$ cat src/rtl/mixmul_pkg.sv
package mixmul_pkg;
  typedef enum logic [1:0] {
    MODE_UU = 2'b00,
    MODE_US = 2'b01,
    MODE_SU = 2'b10,
    MODE_SS = 2'b11
  } mul_mode_e;

  function automatic logic a_is_signed(input mul_mode_e m);
    return (m == MODE_SU) || (m == MODE_SS);
  endfunction

  function automatic logic b_is_signed(input mul_mode_e m);
    return (m == MODE_US) || (m == MODE_SS);
  endfunction
endpackage

$ cat src/rtl/mixmul_extend.sv
module mixmul_extend #(
  parameter int OP_W   = 16,
  parameter int BYTE_W = 8
) (
  input  logic [OP_W-1:0] opnd,
  input  logic            is_signed,
  input  logic            byte_sel,
  output logic [OP_W:0]   ext
);
  localparam int PAD_W = OP_W - BYTE_W;

  logic          fill_word;
  logic          fill_byte;
  logic [OP_W:0] word_ext;
  logic [OP_W:0] byte_ext;

  assign fill_word = is_signed & opnd[OP_W-1];
  assign fill_byte = is_signed & opnd[BYTE_W-1];
  assign word_ext  = {fill_word, opnd};
  assign byte_ext  = {{(PAD_W+1){fill_byte}}, opnd[BYTE_W-1:0]};

  always_comb begin
    if (byte_sel) ext = byte_ext;
    else          ext = word_ext;
  end
endmodule

$ cat src/rtl/mixmul_array.sv
module mixmul_array #(
  parameter int EXT_W = 17
) (
  input  logic [EXT_W-1:0]   a,
  input  logic [EXT_W-1:0]   b,
  output logic [2*EXT_W-1:0] full
);
  localparam int PW = 2 * EXT_W;

  logic [PW-1:0] a_wide;
  logic [PW-1:0] rows [EXT_W];

  assign a_wide = {{(PW-EXT_W){a[EXT_W-1]}}, a};

  for (genvar i = 0; i < EXT_W; i++) begin : g_row
    if (i == EXT_W - 1) begin : g_neg
      assign rows[i] = b[i] ? (PW'(0) - (a_wide << i)) : '0;
    end else begin : g_pos
      assign rows[i] = b[i] ? (a_wide << i) : '0;
    end
  end

  always_comb begin
    full = '0;
    for (int i = 0; i < EXT_W; i++) full = full + rows[i];
  end
endmodule

$ cat src/rtl/mixmul_top.sv
module mixmul_top #(
  parameter int OP_W   = 16,
  parameter int BYTE_W = 8
) (
  input  logic              clk,
  input  logic              rst,
  input  logic              in_valid,
  input  logic [OP_W-1:0]   op_a,
  input  logic [OP_W-1:0]   op_b,
  input  logic [1:0]        sign_mode,
  input  logic              byte_sel,
  output logic [2*OP_W-1:0] prod,
  output logic              prod_valid
);
  import mixmul_pkg::*;

  localparam int EXT_W = OP_W + 1;
  localparam int PW    = 2 * EXT_W;
  localparam int OUT_W = 2 * OP_W;

  mul_mode_e        mode;
  logic [EXT_W-1:0] a_ext;
  logic [EXT_W-1:0] b_ext;
  logic [PW-1:0]    full;

  assign mode = mul_mode_e'(sign_mode);

  mixmul_extend #(.OP_W(OP_W), .BYTE_W(BYTE_W)) u_ext_a (
    .opnd(op_a), .is_signed(a_is_signed(mode)), .byte_sel(byte_sel), .ext(a_ext)
  );

  mixmul_extend #(.OP_W(OP_W), .BYTE_W(BYTE_W)) u_ext_b (
    .opnd(op_b), .is_signed(b_is_signed(mode)), .byte_sel(byte_sel), .ext(b_ext)
  );

  mixmul_array #(.EXT_W(EXT_W)) u_array (
    .a(a_ext), .b(b_ext), .full(full)
  );

  always_ff @(posedge clk) begin
    if (rst) begin
      prod       <= '0;
      prod_valid <= 1'b0;
    end else begin
      prod_valid <= in_valid;
      if (in_valid) prod <= full[OUT_W-1:0];
    end
  end

  // a request is answered after exactly one edge
  p_valid_pulse_r5: assert property (@(posedge clk) disable iff (rst)
    in_valid |=> prod_valid);
  p_no_spurious_r5: assert property (@(posedge clk) disable iff (rst)
    !in_valid |=> !prod_valid);
  // idle cycles leave the result untouched
  p_hold_r6: assert property (@(posedge clk) disable iff (rst)
    !in_valid |=> $stable(prod));
  // unsigned byte products never reach the upper half
  p_byte_unsigned_r4: assert property (@(posedge clk) disable iff (rst)
    (in_valid && byte_sel && sign_mode == 2'b00) |=> (prod[OUT_W-1:OUT_W/2] == '0));
  // a zero operand forces a zero product
  p_zero_operand_r1: assert property (@(posedge clk) disable iff (rst)
    (in_valid && op_a == '0) |=> (prod == '0));
  // the widened operands keep every product inside 33 signed bits
  p_headroom_r2: assert property (@(posedge clk) disable iff (rst)
    in_valid |-> (full[PW-1] == full[PW-2]));
endmodule

$ cat config.mk
export PLATFORM = sky130hd
export DESIGN_NAME = mixmul_top
export DESIGN_NICKNAME = d
export VERILOG_FILES = /design/src/rtl/mixmul_pkg.sv /design/src/rtl/mixmul_extend.sv /design/src/rtl/mixmul_array.sv /design/src/rtl/mixmul_top.sv
export SDC_FILE = /design/constraint.sdc
export NUM_CORES = 1
export LEC_CHECK = 0
export BUFFER_PORTS_ARGS = -buffer_cell sky130_fd_sc_hd__buf_4
export CORE_MARGIN = 4
export CORE_UTILIZATION = 59
export CTS_BUF_LIST = sky130_fd_sc_hd__clkbuf_4
export CTS_CLUSTER_DIAMETER = 60
export DETAILED_ROUTE_END_ITERATION = 10
export PLACE_DENSITY = 0.81
export SLEW_MARGIN = 5
export SYNTH_ARGS = -nofsm -noshare
export SYNTH_HDL_FRONTEND = slang
export SYNTH_SLANG_ARGS = --single-unit
$ cat constraint.sdc
create_clock -name clk -period 7.48 [get_ports clk]
set_input_delay 1.496 -clock clk [delete_from_list [all_inputs] [get_ports clk]]
set_output_delay 1.496 -clock clk [all_outputs]
set_load 0.005 [all_outputs]
# ---- Word-level counts from Yosys, hierarchy flattened
# Cells that the tools add are included.
dict set report totals {
  in_bits 38
  reg_bits 33
  word_cells 47
  output_inout_bits 33
}
dict set report classes {
  n_bitwise 4
  mux 19
  eq_ne 3
  n_reduce_logical 2
  n_addsub 17
}
# op n
set op_table {}
lappend op_table {{32-bit two-way mux} 17}
lappend op_table {{32-bit adder} 16}
lappend op_table {{17-bit two-way mux} 2}
lappend op_table {{1-bit by 32-bit subtractor with 32-bit output (first input constant)} 1}
lappend op_table {{1-bit AND} 4}
lappend op_table {{2-bit == test (second input constant)} 2}
lappend op_table {{2-bit by 1-bit == test with 1-bit output (second input constant)} 1}
lappend op_table {{1-bit logical OR} 2}

# ---- Longest topological paths before layout
# Gate-level depths: netlist (run 1).
dict set report depth {
  ltp_word 21
  ltp_mapped 28
  depth_no_buf 26
}

# ---- Modules after synthesis
# A second synthesis (run 1) with hierarchy kept.
dict set report hier_totals {
  hier_cells 1344
  hier_area_um2 12435.7
}
# module seq_area_each_um2 area_each_um2 n_inst cells_each
set modules_own_cells {}
lappend modules_own_cells {mixmul_array 0.0 10860.4 1 1180}
lappend modules_own_cells {mixmul_top 660.6 1209.9 1 108}
lappend modules_own_cells {mixmul_extend 0.0 182.7 2 28}

# ---- Worst setup path after synthesis (run 1)
# OpenSTA, ideal clock, no wires.
dict set report synth_path {
  path_type {input to register}
  startpoint {in byte_sel}
  endpoint {reg prod[28]}
  t_required_ns 7.351
  arrival_ns 7.812
  setup_ns 0.129
  path_buffers 3
  slack_ns -0.461
  path_stages 24
  cell_sequence {clkbuf_1 and3_1 clkbuf_1 a21o_1 clkbuf_1 nand2_1 fa_1 fa_1 inv_1 fa_1 fa_1 inv_1 fa_1 inv_1 fa_1 ha_1 a21o_1 or3_4 a2111oi_4 nor2_2 a2111oi_4 a21oi_1 mux2i_1 o21ai_1}
}
dict set report synth_via {
  elab_chain_len 18
  elab_cells_between_ends 36
  cone_classes {add/sub: 17; mux: 19}
}
# element line_no
set synth_rtl {}
lappend synth_rtl {{from (decl)} mixmul_top.sv:11} ;# input logic byte_sel,
lappend synth_rtl {{17-bit two-way mux} mixmul_extend.sv:23} ;# if (byte_sel) ext = byte_ext;
lappend synth_rtl {{32-bit two-way mux} mixmul_array.sv:19} ;# assign rows[i] = b[i] ? (a_wide << i) : '0;
lappend synth_rtl {{32-bit adder (15 in a row)} mixmul_array.sv:25} ;# for (int i = 0; i < EXT_W; i++) full = full + rows[i];
lappend synth_rtl {{32-bit adder (*)} mixmul_array.sv:25}
lappend synth_rtl {{to (signal assigned)} mixmul_top.sv:46} ;# if (in_valid) prod <= full[OUT_W-1:0];
lappend synth_rtl {{to (decl)} mixmul_top.sv:12} ;# output logic [2*OP_W-1:0] prod,
# Mark *: on every way between the ends. The rest lies on a longest branch, timed or not.
# A chain may end at the register's enable or synchronous reset.

# ---- Final worst setup path (run 1)
# Ends and elaborated chain as after synthesis.

==> flow_summary.toml, run 1 <==
[outcome]
outcome = "finished clean"

[cells_and_area]
fill_cells = 1456
design_area_um2 = 13000
drive_above_1_share_pct = 15.7
areaGrowthSynthToFinish_pct = 14.4
final_nets = 1774
register_area_um2 = 661
fin_util_pct = 69.3
diodes = 0
multi_input_area_um2 = 9690

[drt]
wl_per_cell_um = 16.6
totalWireLength_um = 27300
viasPerCell = 5.51
drt_iter0_drc = 492
drtPass1Iterations = 5
drc = 0
vias = 9107
ant_nets = 0

[setup_path]
timing.critical_path.mode_cell = "fa_1"
startpoint = "byte_sel"
worst_setup_path_start_kind = "input port"
worstPathArrival_ps = 7590
critPathCaptureType = "flop"
slowest_delay_ps = 540
crit_type = "input port to flop"
crit_chain = "buf_4, buf_4, and3_4, a21o_1, buf_4, and2_1, fa_1, inv_1, fa_1, fa_1, fa_1, inv_1, fa_1, fa_1, ha_1, a21oi_1, o21ai_2, a2111oi_4, nor2_2, a2111oi_4, a21oi_2, mux2i_1, o21ai_1"
cp_max_fo = 12
required_ps = 7710
cpMaxStageDelayCell = "fa_1"
rr_startpoint = "prod[28]$_SDFFE_PP0P_"

[placed_design]
gp_congestion = 0.918
placed_area_um2 = 12900
io_buffers = 70
dp_hpwl_um = 23700

[clocking]
tritoncts = "done"
clk_pin_slew_ps = 100
h-tree-depth = 2
cts_buffer_depth = 2
cts-buffers-inserted = 5
insertion_delay_ps = 340
cts_sinks = 33
root_buffer = "clkbuf_4"

[synthesis]
synth_edf_count = 0
synth-seq-area-share_pct = 5.79
syn_avg_cell_area_um2 = 9.06
yosysUniqueCellTypes = 52
synth_nets = 1641
ys_warn_count = 0
synth-seq-cells = 33
syn_area_um2 = 11400
synthArstFlopShare_pct = 0
synth_flop_cell = "dfxtp_1"
syn_inst = 1259

[die]
start_util_pct = 60.6
core_um2 = 18800
die_area_um2 = 21600
die_h_um = 147
row_count = 50
io_pins = 71
fp.dieW_um = 147

[timing]
hold_ws_ps = 463
fmax_ghz = 0.136
rsz0062_at_grt = "true"
drv_slew = 0
post-route-period-util_pct = 98.3
hold_viol = 0
worst_clock_skew_ps = 0
period_needed_ps = 7360
slew_headroom_pct = 64.2
tightest_slew_ps = 536
setup_viol = 0

[min_path]
hp-class = "flop to flop"
min_from = "prod[31]$_SDFFE_PP0P_"

[global_routing]
antenna_found_initial = 0
grt_util_all_layers_pct = 26.2
grt_pass1_vias = 9987
grt_max_degree = 31
grt_pass1_wl_um = 46200
grt_remaining_overflow = 0

[flow_run]
maxCapViolCount = 0
state kept, by name, indices dropped and copies added, names as in the netlist:
name / cells
prod_valid: 1
prod: 32
worst max-delay path, delay by kind of cell:
family,cells,cell delay [ps]
compound gates,7,1540
fa+ha+maj,7,3280
buf+inv,5,610
mux,1,160
simple gates,3,500
timing repair:
item,4_1_cts,5_1_grt
setup buffers,0,2
hold buffers,0,0
gates resized for setup,0,15
endpoints found under the setup margin,0,10
cell usage after synthesis (all sizes together) (4+ instances only):
library cell | number | area [um^2]
ha | 59 | 738
o21ai | 24 | 120
dfxtp | 33 | 661
nand2 | 199 | 747
xnor2 | 32 | 280
nand3 | 8 | 40.0
buf | 5 | 22.5
a21oi | 39 | 199
a211oi | 9 | 72.6
nor3 | 9 | 56.3
nand4 | 4 | 25.0
nand2b | 5 | 31.3
fa | 285 | 5710
nor2 | 79 | 302
xor2 | 8 | 70.1
inv | 242 | 908
nor2b | 5 | 31.3
and2 | 80 | 500
mux2i | 13 | 130
o31ai | 4 | 30.0
nor4 | 5 | 46.3
or3 | 5 | 36.3
a21o | 15 | 113
clkbuf | 53 | 199
o21bai | 5 | 37.5
and3 | 4 | 25.0
cell usage in the layout, fill, tap and decap left out, types with 11 or more instances in the layout:
master,n
mux2i_1,13
buf_4,180
xnor2_1,32
nand2_1,199
and2_1,79
ha_1,58
a21oi_1,35
fa_1,284
nor2_1,77
a21o_1,11
o21ai_0,16
dfxtp_1,33
inv_1,242
final timing paths:
check	end	cells after the start	slack, ps
max	prod[28]$_SDFFE_PP0P_	23	120
min	prod[31]$_SDFFE_PP0P_	2	460
max reg2reg	prod[28]$_SDFFE_PP0P_	3	6690
min reg2reg	prod[31]$_SDFFE_PP0P_	2	460
final cells by class:
| class | count | area share [%] |
|---|---|---|
| multi-input combinational | 926 | 74.3 |
| timing repair buffer | 184 | 10.8 |
| inverter | 242 | 6.96 |
| sequential | 33 | 5.07 |
| tap | 260 | 2.49 |
| clock buffer | 6 | 0.345 |
| clock inverter | 1 | 0.0288 |
cells by family (layout without fill, tap and decap cells):
logic type,after synthesis,count (layout),synth area share (%)
AO/OA/AOI/OAI,122,122,7.20
multiplexers,13,13,1.14
adder cells (fa/ha/maj),344,344,56.5
AND/OR/NAND/NOR,407,407,16.4
buffers and inverters,300,433,9.91
flip-flops,33,33,5.79
XOR/XNOR,40,40,3.07
metrics by stage:
stage                     TNS, ps  setup slack [ps]  instances
after global placement       -365             -74.6       1643
after global routing        -86.3             -38.3       1652
final                           0               124       1652
after floorplan                 0              26.4       1259
after CTS                       0               126       1650
after detailed placement    -1490              -231       1643
per-layer routing:
| metal | vias up | wire (um) | GRT usage (%) |
|---|---|---|---|
| met5 | - | 0 | 0 |
| met4 | 0 | 1120 | 10.2 |
| met3 | 83 | 1470 | 3.55 |
| met2 | 311 | 14900 | 47.8 |
| met1 | 4664 | 9880 | 31.6 |
| li1 | 4049 | - | - |
Power of run 1 is left out: the tool's default activity adds up to more than one toggle a clock period on the data nets, which glitch-free logic cannot reach.
==> run 2, diff against run 1 <==
--- a/config.mk
+++ b/config.mk
@@ -8,7 +8,7 @@
 export BUFFER_PORTS_ARGS = -buffer_cell sky130_fd_sc_hd__buf_4
 export CORE_MARGIN = 4
 export CORE_UTILIZATION = 59
-export CTS_BUF_LIST = sky130_fd_sc_hd__clkbuf_4
+export CTS_BUF_LIST = sky130_fd_sc_hd__clkbuf_2 sky130_fd_sc_hd__clkbuf_4 sky130_fd_sc_hd__clkbuf_8
 export CTS_CLUSTER_DIAMETER = 60
 export DETAILED_ROUTE_END_ITERATION = 10
 export PLACE_DENSITY = 0.81
==> run 2 against run 1 <==
Flip-flop and latch count unchanged. Sequential share of layout area down 0.083 points. Fmax up 0.54%. Global-route usage about the same. Non-clock buffer count grew 4. Largest cell class unchanged.
==> flow_summary.toml, run 2 (same netlist as run 1, synthesis figures left out) <==
[setup_path]
crit_family = "adder cells"
slowest_delay_ps = 540
worst_setup_path_start_kind = "input port"
critPathCaptureType = "flop"
crit_type = "input port to flop"
cp_max_fo = 8
worstPathArrival_ps = 7480
required_ps = 7650
cpMaxStageDelayCell = "fa_1"
crit_chain = "buf_6, buf_4, nor2b_1, o21a_1, and3_1, fa_1, fa_1, fa_1, fa_1, inv_1, fa_1, inv_2, fa_1, ha_4, a21o_1, or3_4, a2111oi_4, nor2_2, a2111oi_4, o31ai_2, xnor2_1, o21ai_1"
timing.critical_path.mode_cell = "fa_1"
path_buf_inv = 4

[timing]
slew_headroom_pct = 64.0
worst_clock_skew_ps = 0
post-route-period-util_pct = 97.8
tightest_slew_ps = 539
drv_slew = 0
period_needed_ps = 7320
rsz0062_at_grt = "true"
hold_viol = 0
fmax_ghz = 0.137
setup_viol = 0

[clocking]
insertion_delay_ps = 280
cts-buffers-inserted = 5
postCtsHoldBufs = 0
cts_buffer_depth = 2
h-tree-depth = 2
root_buffer = "clkbuf_8"
clk_pin_slew_ps = 60
tritoncts = "done"
cts_sinks = 33

[flow_run]
maxCapViolCount = 0

[drt]
wl_per_cell_um = 16.8
ant_nets = 0
drtPass1Iterations = 5
totalWireLength_um = 27900
viasPerCell = 5.53
drc = 0
drt_iter0_drc = 528
vias = 9155

[global_routing]
grt_max_degree = 31
antenna_found_initial = 0
grt_pass1_vias = 9969
grt_util_all_layers_pct = 26.2
grt_remaining_overflow = 0
grt_pass1_wl_um = 46200

[cells_and_area]
fin_util_pct = 70.4
design_area_um2 = 13300
final_nets = 1778
diodes = 0
final_common_cell = "fa_1"
layout.cells.most_common_list = "fa_1 (280), inv_1 (238), nand2_1 (196)"
largest_reg_flops = 32
fill_cells = 1398
largest_register = "prod"
areaGrowthSynthToFinish_pct = 16.3
multi_input_area_um2 = 9820
register_area_um2 = 661
top_regs = "prod: 32 flops, prod_valid: 1 flops"
drive_above_1_share_pct = 17.8

[die]
core_um2 = 18800
io_pins = 71
die_h_um = 147
row_count = 50
start_util_pct = 60.6
fp.dieW_um = 147
die_area_um2 = 21600

[placed_design]
placed_area_um2 = 12900
gp_congestion = 0.918
io_buffers = 70
dp_hpwl_um = 23700

[min_path]
hp-class = "flop to flop"

[outcome]
outcome = "finished clean"
## run 2: cell type report
class,instances,share of cell area [%]
inverters,242,6.85
clock buffers,7,0.679
well taps,260,2.45
flip-flops and latches,33,4.98
repair buffers,188,10.9
multi-input cells,926,74.1
## run 2: worst paths after layout
path | end | start | cells after the start | slack (ps)
worst max-delay path | prod[30]$_SDFFE_PP0P_ | byte_sel | 22 | 160
worst min-delay path | prod[31]$_SDFFE_PP0P_ | prod[31]$_SDFFE_PP0P_ | 2 | 460
worst max register to register | prod[28]$_SDFFE_PP0P_ | prod[28]$_SDFFE_PP0P_ | 3 | 6690
worst min register to register | prod[31]$_SDFFE_PP0P_ | prod[31]$_SDFFE_PP0P_ | 2 | 460
## run 2: through the flow
stage	setup WS (ps)	hold slack, ps	std cells	TNS, ps
after global placement	-74.6	446	1643	-365
after global routing	-47.2	486	1656	-90.0
after detailed placement	-231	450	1643	-1490
after floorplan	26.4	442	1259	0
after CTS	62.4	465	1650	0
final	164	459	1656	0
## run 2: worst min-delay path, cell delays in order (launching register included)
cell	delay, ps
dfxtp_1	320
nand2_1	50
o21ai_1	50
## run 2: per-layer routing
metal | wire (um) | up-vias | track usage [%]
met5 | 0 | - | 0
met4 | 1110 | 0 | 9.88
met3 | 1480 | 90 | 3.64
met2 | 15300 | 314 | 47.8
met1 | 10000 | 4694 | 31.6
li1 | - | 4057 | -
## run 2: what timing repair did
item / CTS / global route
setup endpoints to repair: 0 / 11
setup buffers: 0 / 5
gates resized for setup: 0 / 50
Power of run 2 is left out for the same reason.
==> run 3, diff against run 2 <==
--- a/config.mk
+++ b/config.mk
@@ -5,14 +5,14 @@
 export SDC_FILE = /design/constraint.sdc
 export NUM_CORES = 1
 export LEC_CHECK = 0
-export BUFFER_PORTS_ARGS = -buffer_cell sky130_fd_sc_hd__buf_4
+export BUFFER_PORTS_ARGS = -buffer_cell sky130_fd_sc_hd__buf_2
 export CORE_MARGIN = 4
 export CORE_UTILIZATION = 59
 export CTS_BUF_LIST = sky130_fd_sc_hd__clkbuf_2 sky130_fd_sc_hd__clkbuf_4 sky130_fd_sc_hd__clkbuf_8
-export CTS_CLUSTER_DIAMETER = 60
 export DETAILED_ROUTE_END_ITERATION = 10
 export PLACE_DENSITY = 0.81
 export SLEW_MARGIN = 5
 export SYNTH_ARGS = -nofsm -noshare
 export SYNTH_HDL_FRONTEND = slang
+export SYNTH_HIERARCHICAL = 1
 export SYNTH_SLANG_ARGS = --single-unit
==> run 3 against run 2 <==
Register-to-register slack gained 140 ps. Fmax shrank 0.28%. First-iteration DRC count shrank 8.0%. Sequential share of layout area shrank 0.056 points. Global-route usage shrank 1.9 points. Largest cell class unchanged. Highest routed layer unchanged.
==> flow_summary.toml, run 3 <==
[outcome]
outcome = "finished clean"

[setup_path]
crit_family = "adder cells"
worst_setup_path_start_kind = "input port"
timing.critical_path.mode_cell = "fa_1"
critPathCaptureType = "flop"
rr_startpoint = "prod[0]$_SDFFE_PP0P_"
cpMaxStageDelayCell = "fa_1"
cp_max_fo = 6
worstRegToRegCells = 2
r2r-end = "prod[0]$_SDFFE_PP0P_"
required_ps = 7700
crit_chain = "buf_12, nand3_4, o21ai_4, or4_4, nor4_4, nand2_2, nor3_2, and3b_2, fa_1, inv_2, fa_1, fa_1, fa_1, fa_1, inv_1, fa_1, ha_4, or2_4, a21o_1, nand2_1, xnor2_1, mux2i_1, nor2_1"
r2r_slack_ps = 6830
worstPathArrival_ps = 7560
slowest_delay_ps = 560
path_buf_inv = 3
crit_type = "input port to flop"

[synthesis]
syn_avg_cell_area_um2 = 9.24
syn_area_um2 = 12000
ys_warn_count = 6
syn_inst = 1302
synth_nets = 1693

[timing]
setup_viol = 0
period_needed_ps = 7340
slew_headroom_pct = 34.7
fmax_ghz = 0.136
tns_ps = 0
drv_slew = 0
post-route-period-util_pct = 98.1
rsz0062_at_grt = "true"
worst_clock_skew_ps = 0
tightest_slew_ps = 980
hold_viol = 0
setup_ws_ps = 143

[die]
die_h_um = 151
row_count = 51
io_pins = 71
core_um2 = 19800
fp.dieW_um = 151
start_util_pct = 60.8
die_area_um2 = 22700

[min_path]
hp-class = "flop to flop"
min_from = "prod[3]$_SDFFE_PP0P_"
hold_depth = 2
whs_endpoint = "prod[3]$_SDFFE_PP0P_"

[global_routing]
grt_util_all_layers_pct = 24.3
grt_max_degree = 34
grt_remaining_overflow = 0
grt_pass1_vias = 9687
antenna_found_initial = 0
grt_pass1_wl_um = 44500

[placed_design]
dp_hpwl_um = 22300
gp_congestion = 0.917
io_buffers = 70
placed_area_um2 = 13000
place_ws_ps = -266
placed_cells = 1647

[clocking]
root_buffer = "clkbuf_8"
insertion_delay_ps = 300
tritoncts = "done"
cts-buffers-inserted = 5
clk_pin_slew_ps = 80
cts_sinks = 33
postCtsHoldBufs = 0
cts_buffer_depth = 2
h-tree-depth = 2

[drt]
wl_per_cell_um = 15.9
vias = 8929
ant_nets = 0
drt_iter0_drc = 486
viasPerCell = 5.34
totalWireLength_um = 26600
drc = 0
drtPass1Iterations = 7

[cells_and_area]
design_area_um2 = 13400
final_nets = 1796
top_regs = "prod: 32 flops, prod_valid: 1 flops"
diodes = 0
drive_above_1_share_pct = 16.5
largest_reg_flops = 32
instances_no_fill = 1671
layout.cells.most_common_list = "fa_1 (293), inv_1 (292), nand2_1 (157)"
areaGrowthSynthToFinish_pct = 11.4
final_common_cell = "fa_1"
largest_register = "prod"

[flow_run]
maxCapViolCount = 0
==> run 3: changes by cell type in the layout (fill, tap and decap cells not counted), moves of 6 or more <==
cell and delta:
fa_1 +13, nor2_1 -40, buf_4 -81, a21o_4 -6, a21o_1 +7, nand2_1 -39
and2_1 +65, buf_2 +67, inv_1 +54, xnor2_1 -11, mux2i_1 +20, a21oi_1 -20
==> run 3: what timing repair did <==
item	4_1_cts	5_1_grt
setup buffers	0	16
setup endpoints to repair	0	13
gates resized for setup	0	48
==> run 3: area by class of cell <==
cell class	count	area (um^2)
inverters	293	1100
flip-flops and latches	33	661
fillers	1522	6370
repair buffers	176	1220
multi-input cells	896	10000
clock buffers	5	68.8
clock inverters	3	17.5
well taps	265	332
==> run 3: stage by stage <==
stage / utilization [%] / hold slack (ps)
floorplan: - / 485
finish: 67.8 / 496
detailed placement: 65.6 / 480
global route: 67.8 / 520
global placement: 65.6 / 471
CTS: 66.0 / 500
==> run 3: routing by layer <==
layer	track usage, %	vias up	part of all wire (%)
met5	0	-	0
met4	6.53	0	2.6
met3	2.87	63	4.5
met2	44.6	248	55
met1	30.5	4614	38
li1	-	4004	-
==> run 3: worst max-delay path by stage <==
stage | startpoint | end | slack (ps) | depth (start not counted)
after floorplan | byte_sel | prod[31]$_SDFFE_PP0P_ | 4 | 25
after global placement | op_a[2] | prod[27]$_SDFFE_PP0P_ | -100 | 24
after detailed placement | byte_sel | prod[26]$_SDFFE_PP0P_ | -270 | 24
after CTS | byte_sel | prod[26]$_SDFFE_PP0P_ | 30 | 24
after global routing | byte_sel | prod[31]$_SDFFE_PP0P_ | -80 | 23
final | byte_sel | prod[31]$_SDFFE_PP0P_ | 140 | 23
==> run 3: worst reg2reg max path: stages (launching register included) <==
cell     delay (ps)
dfxtp_1         310
mux2i_1         170
nor2_2           40
Power of run 3 is left out for the same reason.
